### src/rtl/cap_pkg.sv
package cap_pkg;
  localparam int unsigned DAT_W = 8;
  localparam int unsigned TMR_W = 2 * DAT_W;
  localparam int unsigned PS_W  = 3;
  localparam int unsigned ADR_W = 8;
  localparam int unsigned N_PIN = 2;
  localparam int unsigned SYNC_N = 2;

  localparam logic [ADR_W-1:0] A_CFG = 8'h21;
  localparam logic [ADR_W-1:0] A_R0R = 8'h22;
  localparam logic [ADR_W-1:0] A_R1R = 8'h23;
  localparam logic [ADR_W-1:0] A_R0F = 8'h24;
  localparam logic [ADR_W-1:0] A_R1F = 8'h25;

  // packed so that wide sits in bit 0 and prescale in bits [3:1]
  typedef struct packed {
    logic [PS_W-1:0] pscl;
    logic            wide;
  } cfg_t;
endpackage

### src/rtl/cap_sync_edge.sv
module cap_sync_edge #(
  parameter int unsigned STAGES = 2
) (
  input  logic clk,
  input  logic rst_n,
  input  logic pin,
  output logic rise,
  output logic fall
);
  // sh[STAGES-1] is the synchronised level, sh[STAGES] its previous value
  logic [STAGES:0] sh;

  always_ff @(posedge clk or negedge rst_n) begin
    if (!rst_n) sh <= '0;
    else        sh <= {sh[STAGES-1:0], pin};
  end

  assign rise =  sh[STAGES-1] & ~sh[STAGES];
  assign fall = ~sh[STAGES-1] &  sh[STAGES];
endmodule

### src/rtl/cap_free_timer.sv
module cap_free_timer #(
  parameter int unsigned W = 16
) (
  input  logic         clk,
  input  logic         rst_n,
  output logic [W-1:0] cnt
);
  always_ff @(posedge clk or negedge rst_n) begin
    if (!rst_n) cnt <= '0;
    else        cnt <= cnt + 1'b1;
  end
endmodule

### src/rtl/cap_regfile.sv
module cap_regfile
  import cap_pkg::*;
#(
  parameter int unsigned DW = DAT_W,
  parameter int unsigned TW = TMR_W,
  parameter int unsigned AW = ADR_W
) (
  input  logic                 clk,
  input  logic                 rst_n,
  input  logic                 wr,
  input  logic [AW-1:0]        addr,
  input  logic [DW-1:0]        wdata,
  input  logic [1:0]           rise,
  input  logic [1:0]           fall,
  input  logic [TW-1:0]        tmr,
  output cfg_t                 cfg,
  output logic [1:0][DW-1:0]   cap_lo,
  output logic [1:0][DW-1:0]   cap_hi
);
  cfg_t          cfg_q;
  logic [TW-1:0] shifted;
  logic [DW-1:0] slice;

  assign shifted = tmr >> cfg_q.pscl;
  assign slice   = shifted[DW-1:0];
  assign cfg     = cfg_q;

  always_ff @(posedge clk or negedge rst_n) begin
    if (!rst_n)                    cfg_q <= '0;
    else if (wr && addr == A_CFG)  cfg_q <= cfg_t'(wdata[PS_W:0]);
  end

  // g = 0: rising pair (0x22/0x23); g = 1: falling pair (0x24/0x25)
  for (genvar g = 0; g < 2; g++) begin : g_pol
    localparam logic [AW-1:0] LO_A = (g == 0) ? A_R0R : A_R0F;
    localparam logic [AW-1:0] HI_A = (g == 0) ? A_R1R : A_R1F;
    logic          ev0, ev1, hi_ev;
    logic [DW-1:0] lo_q, hi_q;

    assign ev0   = (g == 0) ? rise[0] : fall[0];
    assign ev1   = (g == 0) ? rise[1] : fall[1];
    assign hi_ev = cfg_q.wide ? ev0 : ev1;

    always_ff @(posedge clk or negedge rst_n) begin
      if (!rst_n)                  lo_q <= '0;
      else if (ev0)                lo_q <= cfg_q.wide ? tmr[DW-1:0] : slice;
      else if (wr && addr == LO_A) lo_q <= wdata;
    end

    always_ff @(posedge clk or negedge rst_n) begin
      if (!rst_n)                  hi_q <= '0;
      else if (hi_ev)              hi_q <= cfg_q.wide ? tmr[2*DW-1:DW] : slice;
      else if (wr && addr == HI_A) hi_q <= wdata;
    end

    assign cap_lo[g] = lo_q;
    assign cap_hi[g] = hi_q;
  end
endmodule

### src/rtl/tmr_edge_capture.sv
module tmr_edge_capture
  import cap_pkg::*;
(
  input  logic              clk,
  input  logic              rst_n,
  input  logic [N_PIN-1:0]  cap_in,
  input  logic              bus_wr,
  input  logic [ADR_W-1:0]  bus_addr,
  input  logic [DAT_W-1:0]  bus_wdata,
  output logic [DAT_W-1:0]  bus_rdata
);
  logic [TMR_W-1:0]         tmr_q;
  logic [N_PIN-1:0]         rise_v, fall_v;
  cfg_t                     cfg_q;
  logic [1:0][DAT_W-1:0]    cap_lo, cap_hi;

  cap_free_timer #(.W(TMR_W)) u_tmr (
    .clk(clk), .rst_n(rst_n), .cnt(tmr_q)
  );

  for (genvar i = 0; i < N_PIN; i++) begin : g_pin
    cap_sync_edge #(.STAGES(SYNC_N)) u_sync (
      .clk(clk), .rst_n(rst_n), .pin(cap_in[i]),
      .rise(rise_v[i]), .fall(fall_v[i])
    );
  end

  cap_regfile #(.DW(DAT_W), .TW(TMR_W), .AW(ADR_W)) u_regs (
    .clk(clk), .rst_n(rst_n),
    .wr(bus_wr), .addr(bus_addr), .wdata(bus_wdata),
    .rise(rise_v), .fall(fall_v), .tmr(tmr_q),
    .cfg(cfg_q), .cap_lo(cap_lo), .cap_hi(cap_hi)
  );

  always_comb begin
    case (bus_addr)
      A_CFG:   bus_rdata = DAT_W'(cfg_q);
      A_R0R:   bus_rdata = cap_lo[0];
      A_R1R:   bus_rdata = cap_hi[0];
      A_R0F:   bus_rdata = cap_lo[1];
      A_R1F:   bus_rdata = cap_hi[1];
      default: bus_rdata = '0;
    endcase
  end
endmodule

### config.mk
export PLATFORM = sky130hd
export DESIGN_NAME = tmr_edge_capture
export DESIGN_NICKNAME = d
export VERILOG_FILES = /design/src/rtl/cap_pkg.sv /design/src/rtl/cap_sync_edge.sv /design/src/rtl/cap_free_timer.sv /design/src/rtl/cap_regfile.sv /design/src/rtl/tmr_edge_capture.sv
export SDC_FILE = /design/constraint.sdc
export NUM_CORES = 1
export LEC_CHECK = 0
export BUFFER_PORTS_ARGS = -buffer_cell sky130_fd_sc_hd__buf_2
export CAP_MARGIN = 25
export CORE_ASPECT_RATIO = 1.75
export CORE_MARGIN = 2
export CORE_UTILIZATION = 45
export CTS_CLUSTER_DIAMETER = 30
export DETAILED_ROUTE_END_ITERATION = 10
export GPL_TIMING_DRIVEN = 0
export SYNTH_ARGS = -nofsm -noshare
export SYNTH_HDL_FRONTEND = slang
export SYNTH_SLANG_ARGS = --single-unit
### constraint.sdc
create_clock -name clk -period 2.04 [get_ports clk]
set_input_delay 0.306 -clock clk [delete_from_list [all_inputs] [get_ports clk]]
set_output_delay 0.306 -clock clk [all_outputs]
set_load 0.005 [all_outputs]
-- Yosys cells after proc, flatten, opt, wreduce, memory -nomap -nowiden
Index checks and enable logic that the tools add are counted.
- add/subtract/negate cells: 1
- equal/unequal tests: 5
- shift operators: 1
- multiplexer cells: 13
- bitwise logic cells: 8
- reduce and logical (&&, ||, !) cells: 9
- operator list (operator ; number):
    $mux 8 ; 10
    $eq 8x6->1 const B ; 5
    $pmux 8 s5 ; 1
    $add 16x1->16 const B ; 1
    $shr 16x3->8 ; 1
    $reduce_bool 2->1 ; 4
    $logic_and 1x1->1 ; 5
    $and 1x1->1 ; 4
    $not 1->1 ; 4
    $mux 1 ; 2
- register bits after elaboration: 58
- output and inout bits: 8

-- Longest topological paths before layout
- word-level depth: 4
- mapped depth: 6
- depth with buffers taken out: 4

-- Modules after synthesis
From an unflattened synthesis, not the netlist that was laid out.
- cell total of the unflattened synthesis: 358
- area, all modules: 3689.8 um^2
- modules (own cells, without submodules) (module ; times used ; cells an instance ; area an instance (um^2)):
    cap_regfile ; 1 ; 235 ; 2379.8
    cap_free_timer ; 1 ; 57 ; 701.9
    tmr_edge_capture ; 1 ; 56 ; 427.9
    cap_sync_edge ; 2 ; 5 ; 90.1

-- Worst setup path before layout
OpenSTA, ideal clock, no wires.
- path kind: input-to-reg
- start: input bus_addr[3]
- end: register u_regs.cfg[0] (netlist name)
- setup time: 0.125 ns
- data arrival time: 1.622 ns
- setup slack: 0.292 ns
- cell stages on the path: 5
- cell sequence: nor3b_4 > nand2_2 > or4_1 > buf_2 > mux2_4
- cells in the longest elaborated chain, start to end: 2
- ends and longest elaborated chain (element ; line ; text):
    start, declared ; tmr_edge_capture.sv:8 ; input logic [ADR_W-1:0] bus_addr,
    $eq 8x6->1 ; cap_regfile.sv:30 ; else if (wr && addr == A_CFG) cfg_q <= cfg_t'(wdata[PS_W:0]);
    $logic_and 1x1->1 ; cap_regfile.sv:30 ;
No other way between the ends.
A chain may end at the register's enable or synchronous reset.

-- Worst setup path in the final report
- start: register u_regs.cfg[3] (netlist name)
- end: output bus_rdata[3]
- cells in the longest elaborated chain, start to end: 1
- ends and longest elaborated chain (element ; line ; text):
    $pmux 8 s5 ; tmr_edge_capture.sv:36 ; case (bus_addr)
    end, declared ; tmr_edge_capture.sv:10 ; output logic [DAT_W-1:0] bus_rdata
No other way between the ends.

==> metrics.txt <==
outcome=completed; initial DRC count=176; met3 Use GR=0.0492; Post-DP Area=0.00373 sq mm; startpoint types=flip-flop; peak supply drop=428 uV; Seq/Total Area, Yosys=0.418; worst-path fanout max=10; Distinct cells, synth=45; first-pass GRT wire length=15,400 um; P&R area growth vs syn=17.4%; commonest non-fill, non-tap cells in the layout=dfrtp_1 (57), mux2i_1 (50), nand2_1 (45); share of layout cells above drive strength 1=0.213; required time of the critical path=1.73 ns; Ports=29; initial antenna violation count=0; Reg2Reg Setup Slack=0.13 ns; GPL Wtd Cong=0.788; core area=0.00751 sq mm; pre-CTS WS=-0.0843 ns; WHS Path Cells=1; hold slack=0.0777 ns; Slew Limit Fails=0; R2R Path End=u_regs.g_pol[1].lo_q[1]; Final Cell Area=0.00408 sq mm; top post-synthesis cells by area=dfrtp_1 (42%), mux2i_1 (14%), a2bb2oi_1 (5.5%), nand2_1 (4.9%), mux2_2 (3.2%); Synth Flop Type=dfrtp_1; vias per cell=5.97; final setup fails=0; # H-tree levels=3; syn avg cell area=10.2 sq um; gr usage total=0.239; WP data arrival=1.64 ns; Cell Area, Synth=0.00347 sq mm; DRC viols=0; Filler cells=705; largest net degree at the start of global routing=36; EDFF count, synth=0; site row count=42; Worst Hold Class=in -> reg; number of global-route vias before repair=2,958; setup repair after global routing missed its margin=false; most common cell after layout, fill and taps aside=dfrtp_1; Relative slew margins=0.548; CTS Buf Count=9; Chip Width=70.4 um; first drt pass iteration count=5; clk sinks=58; worst-case reg-to-reg path depth=5; crit path kind=reg -> out; highest clock rate=515 MHz; Buffers on Ports=26; Clock Tree Root=clkbuf_16; Synth area leader=dfrtp_1; worst setup slack after layout=0.0984 ns; asr flop ratio synth=1.00; Detailed Place HPWL=6900 um; routed vias=2,793; Core Util, Final=0.543; GRT met2 Usage=0.426; Most Used Layer, Global Route=met2; n_diodes=0; Worst Skew=0.00951 ns; Final Hold Viols=0; YS warnings=0; Tmin final=1.94 ns; setup bufs post-CTS=0; routed len/inst=19.8 um; syn nets=361; Die ar.=0.00847 sq mm; Final Cycle Share=0.952; CTS tree=done; clock tree buffer depth=2; Synth Register Bits=58; Max Cap Violations=0; ANT nets after route=0; Hold EP=g_pin[1].u_sync.sh[0]; Layout Nets=397; CP Capture Type=output port; clk_lat worst skew=0.34 ns; hold_sp=cap_in[1]; Static Leakage=1.98 nW; Global Route met1 Usage=0.272; total negative setup slack=0 ns; Post-Syn Instances=339; FF-to-FF Start=u_regs.cfg[1]; share of Yosys cell area claimed by the top area cell type=0.418; Cell Pwr Density=815 mW/mm^2; Worst-Margin Slew=0.676 ns; Clock Pin Slew Worst Setup and Hold Paths=0.05 ns; global route total overflow=0; initial core utilization=0.462; final WL=9280 um; Die Ht=120 um
per-stage QoR:
stage	power, mW	cells
2_1_floorplan	1.64	339
3_3_place_gp	1.77	453
3_5_place_dp	1.79	454
4_1_cts	3.34	468
5_1_grt	3.46	468
6_report	3.33	468
worst max path at each step:
| stage | to | start | slack (ns) | cells past startpoint |
|---|---|---|---|---|
| detailed placement | u_regs.g_pol[0].hi_q[6] | bus_addr[2] | -0.08 | 5 |
| CTS | bus_rdata[0] | u_regs.cfg[0] | 0.02 | 6 |
| finish | bus_rdata[3] | u_regs.cfg[3] | 0.1 | 5 |
| global route | bus_rdata[3] | u_regs.cfg[3] | 0.003 | 5 |
| floorplan | u_regs.cfg[0] | bus_addr[3] | 0.29 | 5 |
| global placement | u_regs.g_pol[0].hi_q[7] | bus_addr[2] | -0.08 | 5 |
cell families (layout without fill, tap and decap cells):
family          after synthesis  in the layout  share of synthesized area
fa+ha+maj                     1              1                    0.00360
flops                        58             58                      0.418
xor+xnor                     14             14                     0.0353
compound gates               71             71                      0.149
buf+inv                      28             69                     0.0342
mux                          66             66                      0.207
simple gates                101            101                      0.153
state kept, by name (all words and copies together) (netlist names):
name and count:
u_regs.cfg 4, u_regs.g_pol.lo_q 16, u_regs.g_pol.hi_q 16, g_pin.u_sync.sh 6, u_tmr.cnt 16
area by class of cell:
type | count | area, sq um | area share
Multi-Input combinational cell | 253 | 1930 | 0.472
Sequential cell | 58 | 1450 | 0.356
Clock buffer | 11 | 253 | 0.0620
Timing Repair Buffer | 28 | 160 | 0.0393
Buffer | 23 | 116 | 0.0285
Tap cell | 88 | 110 | 0.0270
Clock inverter | 5 | 52.6 | 0.0129
Inverter | 2 | 7.51 | 0.00184
power breakdown:
| group | leakage (nW) | internal, mW | switching [mW] | total [mW] |
|---|---|---|---|---|
| logic | 1.14 | 0.221 | 0.238 | 0.459 |
| registers | 0.687 | 1.26 | 0.0641 | 1.32 |
| clock network | 0.151 | 1.00 | 0.540 | 1.54 |
cells in the mapped netlist, types with 2 or more instances:
master     number
nor3_1          7
nand2_1        45
a211oi_1        2
buf_1           6
mux4_2          2
inv_1           2
nor2_1          7
nand2b_1        4
and4_1          2
dfrtp_1        58
a21oi_1        15
nor3b_1         2
clkbuf_1       13
a221oi_1        4
xor2_1          5
buf_2           3
xnor2_1         9
nand3_1         8
a22oi_1         8
and3_1          2
nor4b_2         2
o211a_1         2
nor2b_1         8
nand4_1         5
o22ai_1        14
a2bb2oi_1      22
mux2_4          4
clkbuf_2        2
buf_4           2
mux2_2         10
mux2i_1        50
worst max-delay path: stages, from the launching register on:
cell and delay, ns:
dfrtp_1 0.56, mux2i_1 0.14, nor2_1 0.10, a21oi_1 0.05, a211oi_1 0.29, buf_2 0.16
per-layer routing:
layer | part of all wire | vias to the layer above
met3 | 0.026 | 18
li1 | - | 1329
met1 | 0.40 | 1390
met5 | 0 | -
met2 | 0.55 | 56
met4 | 0.023 | 0
timing repair:
| item | 4_1_cts | 5_1_grt |
|---|---|---|
| endpoints found under the hold margin | 23 | 0 |
| gates resized for setup | 4 | 8 |
| hold buffers | 1 | 0 |
| setup endpoints to repair | 23 | 14 |
(Power assumes the default switching activity.)
